==> src/rtl/bo_pkg.sv <==
package bo_pkg;
  // cap an attempt number at the exponent limit
  function automatic int unsigned exp_limit(input int unsigned n, input int unsigned cap);
    return (n < cap) ? n : cap;
  endfunction
endpackage

==> src/rtl/bo_lfsr.sv <==
module bo_lfsr #(
  parameter int W     = 11,
  parameter int TAP_A = 10,
  parameter int TAP_B = 8,
  parameter logic [W-1:0] SEED = 11'h5A5
) (
  input  logic         clk,
  input  logic         rst,
  output logic [W-1:0] value
);
  logic [W-1:0] q;

  always_ff @(posedge clk) begin
    if (rst) q <= SEED;
    else     q <= {q[W-2:0], q[TAP_A] ^ q[TAP_B]};
  end

  assign value = q;

  // a maximal sequence never reaches the all-zero lock-up state
  p_lfsr_nonzero_r2: assert property (@(posedge clk) disable iff (rst) q != '0);
  // each step is a left shift
  p_lfsr_shift_r2: assert property (@(posedge clk) disable iff (rst)
    !$past(rst) |-> q[W-1:1] == $past(q[W-2:0]));
endmodule

==> src/rtl/bo_attempts.sv <==
module bo_attempts #(
  parameter int MAX_COLL = 15,
  localparam int ATT_W = $clog2(MAX_COLL + 2)
) (
  input  logic             clk,
  input  logic             rst,
  input  logic             coll,
  input  logic             success,
  input  logic             rearm,
  output logic [ATT_W:0]   next_idx,
  output logic             accept,
  output logic             overflow,
  output logic             excess
);
  logic [ATT_W-1:0] att;

  assign next_idx = {1'b0, att} + 1'b1;
  assign accept   = coll && !excess && !rearm;
  assign overflow = accept && (next_idx > (ATT_W+1)'(MAX_COLL));

  always_ff @(posedge clk) begin
    if (rst) begin
      att    <= '0;
      excess <= 1'b0;
    end else if (rearm) begin
      att    <= '0;
      excess <= 1'b0;
    end else if (overflow) begin
      att    <= '0;
      excess <= 1'b1;
    end else if (accept) begin
      att    <= next_idx[ATT_W-1:0];
    end else if (success) begin
      att    <= '0;
    end
  end

  // the flag is sticky until rearm
  p_excess_sticky_r8: assert property (@(posedge clk) disable iff (rst)
    excess && !rearm |=> excess);
  // rearm always clears the flag
  p_rearm_clears_r9: assert property (@(posedge clk) disable iff (rst)
    rearm |=> !excess);
  // the count never passes the collision limit
  p_att_bound_r7: assert property (@(posedge clk) disable iff (rst)
    att <= ATT_W'(MAX_COLL));
endmodule

==> src/rtl/bo_countdown.sv <==
module bo_countdown #(
  parameter int CNT_W = 18
) (
  input  logic             clk,
  input  logic             rst,
  input  logic             load,
  input  logic             abort,
  input  logic [CNT_W-1:0] load_val,
  output logic             busy,
  output logic             go
);
  logic [CNT_W-1:0] cnt;

  always_ff @(posedge clk) begin
    if (rst) begin
      cnt  <= '0;
      busy <= 1'b0;
      go   <= 1'b0;
    end else if (abort) begin
      cnt  <= '0;
      busy <= 1'b0;
      go   <= 1'b0;
    end else if (load) begin
      cnt  <= load_val;
      busy <= 1'b1;
      go   <= 1'b0;
    end else if (busy) begin
      if (cnt == '0) begin
        busy <= 1'b0;
        go   <= 1'b1;
      end else begin
        cnt  <= cnt - 1'b1;
        go   <= 1'b0;
      end
    end else begin
      go <= 1'b0;
    end
  end

  // the retry strobe lasts one cycle
  p_go_single_r6: assert property (@(posedge clk) disable iff (rst) go |=> !go);
  // the strobe follows the end of the busy window
  p_go_after_busy_r6: assert property (@(posedge clk) disable iff (rst)
    go |-> !busy && $past(busy));
  // the count falls by one per clock while running
  p_count_steps_r5: assert property (@(posedge clk) disable iff (rst)
    busy && cnt != '0 && !load && !abort |=> busy && cnt == $past(cnt) - 1'b1);
endmodule

==> src/rtl/hd_backoff_gen.sv <==
module hd_backoff_gen #(
  parameter int            LFSR_W    = 11,
  parameter logic [10:0]   SEED      = 11'h5A5,
  parameter int            CRC_W     = 32,
  parameter int            MIX_BIT   = 2,
  parameter int            EXP_CAP   = 10,
  parameter int            SLOT_CLKS = 128,
  parameter int            MAX_COLL  = 15,
  localparam int           ATT_W     = $clog2(MAX_COLL + 2),
  localparam int           MAX_LOAD  = ((1 << EXP_CAP) - 1) * SLOT_CLKS,
  localparam int           CNT_W     = $clog2(MAX_LOAD + 1)
) (
  input  logic             tx_clk,
  input  logic             rst,
  input  logic             coll_pulse,
  input  logic             send_ok,
  input  logic [CRC_W-1:0] frame_crc,
  input  logic             sw_rearm,
  output logic             backoff_busy,
  output logic             retry_go,
  output logic             excess_coll
);
  import bo_pkg::*;

  logic [LFSR_W-1:0]  rnd_raw;
  logic [LFSR_W-1:0]  rnd_mixed;
  logic [ATT_W:0]     next_idx;
  logic               accept;
  logic               overflow;
  logic [EXP_CAP-1:0] mask;
  logic [EXP_CAP-1:0] mult;
  logic [CNT_W-1:0]   load_val;

  bo_lfsr #(.W(LFSR_W), .TAP_A(LFSR_W-1), .TAP_B(LFSR_W-3), .SEED(SEED[LFSR_W-1:0])) u_lfsr (
    .clk(tx_clk), .rst(rst), .value(rnd_raw)
  );

  bo_attempts #(.MAX_COLL(MAX_COLL)) u_att (
    .clk(tx_clk), .rst(rst), .coll(coll_pulse), .success(send_ok), .rearm(sw_rearm),
    .next_idx(next_idx), .accept(accept), .overflow(overflow), .excess(excess_coll)
  );

  // fold the frame CRC into one bit of the random sample
  always_comb begin
    rnd_mixed = rnd_raw;
    rnd_mixed[MIX_BIT] = rnd_raw[MIX_BIT] ^ frame_crc[MIX_BIT];
  end

  // mask bit i is kept once the attempt number exceeds i
  for (genvar i = 0; i < EXP_CAP; i++) begin : g_mask
    assign mask[i] = (next_idx > (ATT_W+1)'(i));
  end

  assign mult     = rnd_mixed[EXP_CAP-1:0] & mask;
  assign load_val = CNT_W'(mult) * CNT_W'(SLOT_CLKS);

  bo_countdown #(.CNT_W(CNT_W)) u_cd (
    .clk(tx_clk), .rst(rst), .load(accept && !overflow), .abort(overflow),
    .load_val(load_val), .busy(backoff_busy), .go(retry_go)
  );

  initial begin
    if (EXP_CAP > LFSR_W) $error("EXP_CAP exceeds LFSR width");
    if (exp_limit(MAX_COLL, EXP_CAP) > EXP_CAP) $error("bad exponent cap");
  end

  // no countdown or strobe while the excess flag is set
  p_excess_quiet_r7: assert property (@(posedge tx_clk) disable iff (rst)
    excess_coll |-> !backoff_busy && !retry_go);
  // an ignored collision starts nothing
  p_ignored_coll_r8: assert property (@(posedge tx_clk) disable iff (rst)
    coll_pulse && excess_coll && !sw_rearm |=> !backoff_busy);
  // an accepted collision below the limit starts a countdown
  p_coll_starts_r5: assert property (@(posedge tx_clk) disable iff (rst)
    accept && !overflow |=> backoff_busy);
endmodule

==> config.mk <==
export PLATFORM = sky130hd
export DESIGN_NAME = hd_backoff_gen
export DESIGN_NICKNAME = d
export VERILOG_FILES = /design/src/rtl/bo_pkg.sv /design/src/rtl/bo_lfsr.sv /design/src/rtl/bo_attempts.sv /design/src/rtl/bo_countdown.sv /design/src/rtl/hd_backoff_gen.sv
export SDC_FILE = /design/constraint.sdc
export NUM_CORES = 1
export LEC_CHECK = 0
export BUFFER_PORTS_ARGS = -buffer_cell sky130_fd_sc_hd__buf_4
export CORE_UTILIZATION = 55
export DETAILED_ROUTE_END_ITERATION = 8
export PLACE_DENSITY = 0.77
export RECOVER_POWER = 50
export SLEW_MARGIN = 20
export SYNTH_ARGS = -nofsm -noshare
export SYNTH_HDL_FRONTEND = slang
export SYNTH_SLANG_ARGS = --single-unit
==> constraint.sdc <==
create_clock -name tx_clk -period 5.25 [get_ports tx_clk]
set_input_delay 1.05 -clock tx_clk [delete_from_list [all_inputs] [get_ports tx_clk]]
set_output_delay 1.05 -clock tx_clk [all_outputs]
set_load 0.005 [all_outputs]
======== After elaboration in Yosys (flattened, before gate mapping) ========
Index checks and enable logic that the tools add are counted.
word-level totals
  register bits after elaboration ......... 36
  input port bits ......................... 37
  output and inout bits ................... 3
  logic and storage cells ................. 52
operators by class
  add/sub/neg operators ................... 2
  magnitude comparators ................... 11
  eq/ne operators ......................... 1
  mux-type cells .......................... 9
  bitwise gates (word level) .............. 5
  reduce and logical (&&, ||, !) cells .... 17
operators with widths
  cell                   number
  $mux 17                3
  $gt 6x3->1 const B     4
  $gt 6x4->1 const B     3
  $logic_not 17->1       1
  $sub 17x1->17 const B  1
  $gt 6x1->1 const B     2
  $gt 6x2->1 const B     2
  $and 10x10->10         1
  $mux 5                 2
  $add 5x1->6 const B    1
  $reduce_or 3->1        2
  $logic_and 1x1->1      4
  $mux 1                 4
  $reduce_and 2->1       2
  $reduce_bool 2->1      2
  $reduce_or 2->1        2
  $reduce_or 4->1        1
  $logic_not 1->1        3
  $ne 2x1->1 const B     1
  $not 1->1              2
  $xor 1x1->1            2

======== Logic depth before layout (Yosys ltp) ========
  depth in word-level cells ............... 8
  mapped depth ............................ 8
  mapped depth without buffers ............ 7

======== Cells and area by module ========
A second synthesis with hierarchy kept.
second synthesis, totals
  cell total of the unflattened synthesis .. 215
  area, all modules ....................... 1880.6 um^2
modules (own cells, without submodules)
  module          instances  cells each  area each (um^2)  seq. area each (um^2)
  bo_countdown    1          128         1053.5            380.4
  bo_attempts     1          38          350.3             120.1
  bo_lfsr         1          24          310.3             220.2
  hd_backoff_gen  1          25          166.4             0.0

======== Worst setup path after synthesis ========
OpenSTA, ideal clock, no wires.
  path kind ............................... input to register
  start ................................... input port coll_pulse
  end ..................................... register u_cd.cnt[13]
  setup time .............................. 0.076 ns
  arrival time ............................ 2.299 ns
  required time ........................... 5.174 ns
  path slack .............................. 2.875 ns
  stages on the path ...................... 4
  buffers on the path ..................... 0
  cells stage by stage .................... nor3b_1 -> nand2_1 -> or4b_1 -> o22ai_1
between the ends
  longest elaborated chain between the ends .. 7
  elaborated cells on any way between the ends .. 10
  classes of those cells .................. eq/ne: 1; mux: 1; reduce/logical: 8
RTL lines
  what                                                                     line                  text
  start, declared                                                          hd_backoff_gen.sv:15  input logic coll_pulse,
  $logic_and 1x1->1 * (2 in a row)                                         bo_attempts.sv:18     assign accept = coll && !excess && !rearm;
  $logic_and 1x1->1                                                        bo_attempts.sv:19     assign overflow = accept && (next_idx > (ATT_W+1)'(MAX_COLL));
  $logic_not 1->1                                                          hd_backoff_gen.sv:58  .clk(tx_clk), .rst(rst), .load(accept && !overflow), .abort(overflow),
  $logic_and 1x1->1                                                        hd_backoff_gen.sv:58
  $ne 2x1->1 (no source line) / $reduce_bool 2->1 (equally long branches)  --
  $reduce_and 2->1 (no source line)                                        --
  end signal, assigned                                                     bo_countdown.sv:24    cnt <= load_val;
  end signal, assigned                                                     bo_countdown.sv:32    cnt <= cnt - 1'b1;
  end, declared                                                            bo_countdown.sv:12    logic [CNT_W-1:0] cnt;
Mark *: on every way between the ends. The rest lies on a longest branch, timed or not.
A chain may end at the register's enable or synchronous reset.

======== Final worst setup path ========
  start ................................... register u_att.att[0]
  end ..................................... register u_cd.cnt[13]
between the ends
  longest elaborated chain between the ends .. 7
  elaborated cells on any way between the ends .. 12
  classes of those cells .................. add/sub: 1; order compare: 2; eq/ne: 1; mux: 1; bitwise: 1; reduce/logical: 6
RTL lines
  what                                                                     line                  text
  start, declared                                                          bo_attempts.sv:15     logic [ATT_W-1:0] att;
  start signal, assigned                                                   bo_attempts.sv:32     att <= next_idx[ATT_W-1:0];
  $add 5x1->6 *                                                            bo_attempts.sv:17     assign next_idx = {1'b0, att} + 1'b1;
  $gt 6x4->1                                                               bo_attempts.sv:19
  $logic_and 1x1->1                                                        bo_attempts.sv:19
  $logic_not 1->1                                                          hd_backoff_gen.sv:58
  $logic_and 1x1->1                                                        hd_backoff_gen.sv:58
  $ne 2x1->1 (no source line) / $reduce_bool 2->1 (equally long branches)  --
  $reduce_and 2->1 (no source line)                                        --
Marked as above.

==> results by group <==
Die
  • Initial cell density of the core: ~58%
  • Die Ht: a little over 60 µm
  • Number of cell rows: 21
  • Core area: 3360 µm²
  • Die W: ~62 µm
  • Die ar.: ~3800 µm²
  • Top Ports: 40

Yosys
  • Ys Warns: 0
  • Post-synthesis async set-or-reset flop share: 0%
  • Yosys top cell by area: dfxtp_1
  • Largest cells by area after synthesis: dfxtp_1 (37%), xor2_1 (5.4%), nor2_1 (5.0%)
  • Post-synth top flop: dfxtp_1
  • Sequential-to-total area share from yosys stat: between 30% and 40%
  • Post-synth EDFFs: 0
  • Avg Cell Area, Syn: between 8 and 9 µm²
  • Commonest cells in the netlist: dfxtp_1 (36), nor2_1 (26), nand2_1 (16), a21oi_1 (14), xor2_1 (12)
  • Synth Register Bits: 36
  • Count leader, synth: dfxtp_1
  • Synth Instances: roughly 230
  • Synth Net Count: about 270
  • Post-Syn Area: roughly 2000 µm²
  • Distinct cells, synth: 57
  • Top-area cell type share of the netlist area: a little under two fifths

GRT
  • Number of global-route vias before repair: between 1,000 and 1,500
  • Total GRT Usage: between 20% and 30%
  • Initial antenna violation count: 0
  • Largest net degree at the start of global routing: 21
  • Gr ovfl total: 0
  • Global-route wire length before repair: between 6000 and 7000 µm

Clock tree
  • # hold bufs at CTS: 0
  • Clock Latency Late Sink: 0.35 ns
  • CTS resizes: 0
  • Clock sink total: 36
  • Clock-pin transition on the worst setup and hold timing paths: 0.12 ns
  • CTS tree: yes
  • H-tree depth: 2
  • Clock root cell: clkbuf_4
  • CTS max path bufs: 2
  • Post-CTS Setup Bufs: 0
  • Inserted Clock Buffers: 5

Timing
  • Fin crit share: 55.0%
  • Final Hold Viols: 0
  • Max-slew headroom: 48.5%
  • Final worst slack: 2.36 ns
  • Final Max Slew Viols: 0
  • Setup_tns: 0 ns
  • Worst slew pin tran: a little under 0.8 ns
  • RSZ-0062 raised after global routing: false
  • Final setup viols: 0
  • Max Freq: ~350 MHz
  • Crit path time final: between 2 and 3 ns
  • Clock skew: 0.00770 ns

Detailed routing
  • Detailed Route WL: 4020 µm
  • Drt pass-1 iters: 4
  • WL/cell: roughly 14 µm
  • ANT nets after route: 0
  • Post-route DRC violation count: 0
  • Initial DRC Count: approximately 150
  • Routed vias: ~1,600
  • Vias per cell: between 5 and 6

Worst setup path
  • Slowest cell on crit path: or4b_1
  • Biggest cell delay along the critical path: ~0.61 ns
  • Worst-case reg-to-reg path depth: 6
  • FF-to-FF setup slack: approximately 2.4 ns
  • Crit Path Class: flip-flop to flip-flop
  • Reg2reg end: u_cd.cnt[13]$_SDFFE_PP0P_
  • Worst path cell trace: ha_1 > and2_0 > a31o_2 > nand2_1 > or4b_1 > o22ai_1
  • Arrival time worst endpoint: ~3.2 ns
  • Reg2reg start: u_att.att[0]$_SDFFE_PP0P_
  • Crit end category: flip-flop
  • CP max FO: 14
  • Critical path required time: approximately 5.5 ns
  • Setup crit start kind: flip-flop

Flow run
  • Max-cap viol count: 0

Pwr
  • PwrDens: 281 nW/µm²
  • Max VDD drop: between 0.00015 and 0.0002 V
  • Leakage: around 0.74 nW

Layout
  • Multi-input logic area: ~1200 µm²
  • Layout cells sized above 1: ~15%
  • Register area: a little over 700 µm²
  • Fill count: roughly 320
  • Area Growth Syn to Fin: 6.54%
  • Ant diodes: 0
  • Fin nets: between 200 and 300

Hold path
  • Hold-critical path endpoint: u_lfsr.value[7]$_SDFF_PP1_
  • Hold path start: u_lfsr.value[6]$_SDFF_PP0_
  • Hold Crit Depth: 1
  • Hold Path Class: flip-flop to flip-flop

Placed design
  • Final GP Congestion: roughly 0.90
  • Worst slack at placement: 2.47 ns
  • Port buffer count: 8
  • Post-detail-place hpwl: 2840 µm

Outcome
  • Status: finished clean
[layer usage]
layer,global-route usage (%),share of wire [%],vias to the layer above
met3,5.46,5.6,4
met2,35.2,45,40
met1,37.3,49,753
met5,0,0,-
li1,-,-,825
met4,7.62,0.67,0
[cell type report]
cell class              instances  area share [%]
well taps                      46            2.77
clock inverters                 3            1.14
clock buffers                   5            1.81
inverters                       7            1.26
multi-input cells             174            55.4
flip-flops and latches         36            34.7
repair buffers                  9            2.89
[worst max-delay path, delay by kind of cell (launching register included)]
family / cells / cell delay, ns
AND/OR/NAND/NOR: 3 / 1.30
flip-flops: 1 / 0.58
adder cells (fa/ha/maj): 1 / 0.48
AO/OA/AOI/OAI: 2 / 0.45
[power breakdown]
| part | internal, W | switching, W |
|---|---|---|
| sequential | 0.000292 | 0.0000192 |
| clock | 0.0000526 | 0.000102 |
| combinational | 0.0000540 | 0.0000650 |
| total | 0.000398 | 0.000186 |
[sequential cells by signal, indices dropped and copies added, names as in the netlist]
register	flops
u_cd.cnt	17
u_lfsr.value	11
u_att.att	5
u_att.excess	1
u_cd.busy	1
u_cd.go	1
[cell usage in the layout, fill, tap and decap left out, drive strengths merged, types with 4 or more instances in the layout]
| cell type | synthesis | layout |
|---|---|---|
| a21oi | 14 | 14 |
| a31oi | 4 | 4 |
| inv | 7 | 7 |
| ha | 6 | 6 |
| a211oi | 6 | 6 |
| xor2 | 12 | 12 |
| nor3 | 7 | 7 |
| nand2 | 16 | 16 |
| nand2b | 4 | 4 |
| nor2 | 28 | 28 |
| or3 | 5 | 5 |
| or2 | 6 | 6 |
| nor2b | 6 | 6 |
| dfxtp | 36 | 36 |
| clkbuf | 8 | 9 |
| buf | 4 | 5 |
| nand3 | 6 | 6 |
| o21ai | 5 | 5 |
| xnor2 | 4 | 4 |
[stage by stage]
| step | hold slack (ns) | instances | utilization, % | cell area, µm² | power, W |
|---|---|---|---|---|---|
| after CTS | 0.456 | 280 | 62.0 | 2090 | 0.000588 |
| after global routing | 0.459 | 280 | 61.8 | 2080 | 0.000618 |
| after global placement | 0.418 | 272 | 60.2 | 2020 | 0.000433 |
| after floorplan | 0.408 | 229 | - | 1950 | 0.000408 |
| after detailed placement | 0.422 | 272 | 60.2 | 2020 | 0.000436 |
| final | 0.448 | 280 | 61.8 | 2080 | 0.000584 |
[cells by family (layout without fill, tap and decap cells)]
| group | after synthesis | count (layout) | synth area share [%] |
|---|---|---|---|
| buf+inv | 19 | 24 | 3.98 |
| flops | 36 | 36 | 36.9 |
| mux | 2 | 2 | 1.03 |
| xor+xnor | 16 | 16 | 7.18 |
| compound gates | 45 | 45 | 16.0 |
| fa+ha+maj | 6 | 6 | 3.85 |
| simple gates | 105 | 105 | 31.0 |
[worst max-delay path by stage]
stage	from	to	slack [ns]	cells after the start
final	u_att.att[0]$_SDFFE_PP0P_	u_cd.cnt[13]$_SDFFE_PP0P_	2.36	6
after global routing	u_att.att[0]$_SDFFE_PP0P_	u_cd.cnt[13]$_SDFFE_PP0P_	2.15	6
after CTS	u_att.att[0]$_SDFFE_PP0P_	u_cd.cnt[13]$_SDFFE_PP0P_	2.47	6
after detailed placement	u_att.att[0]$_SDFFE_PP0P_	u_cd.cnt[13]$_SDFFE_PP0P_	2.47	6
after global placement	u_att.att[0]$_SDFFE_PP0P_	u_cd.cnt[13]$_SDFFE_PP0P_	2.50	6
after floorplan	coll_pulse	u_cd.cnt[13]$_SDFFE_PP0P_	2.87	4
(Power assumes the default switching activity.)
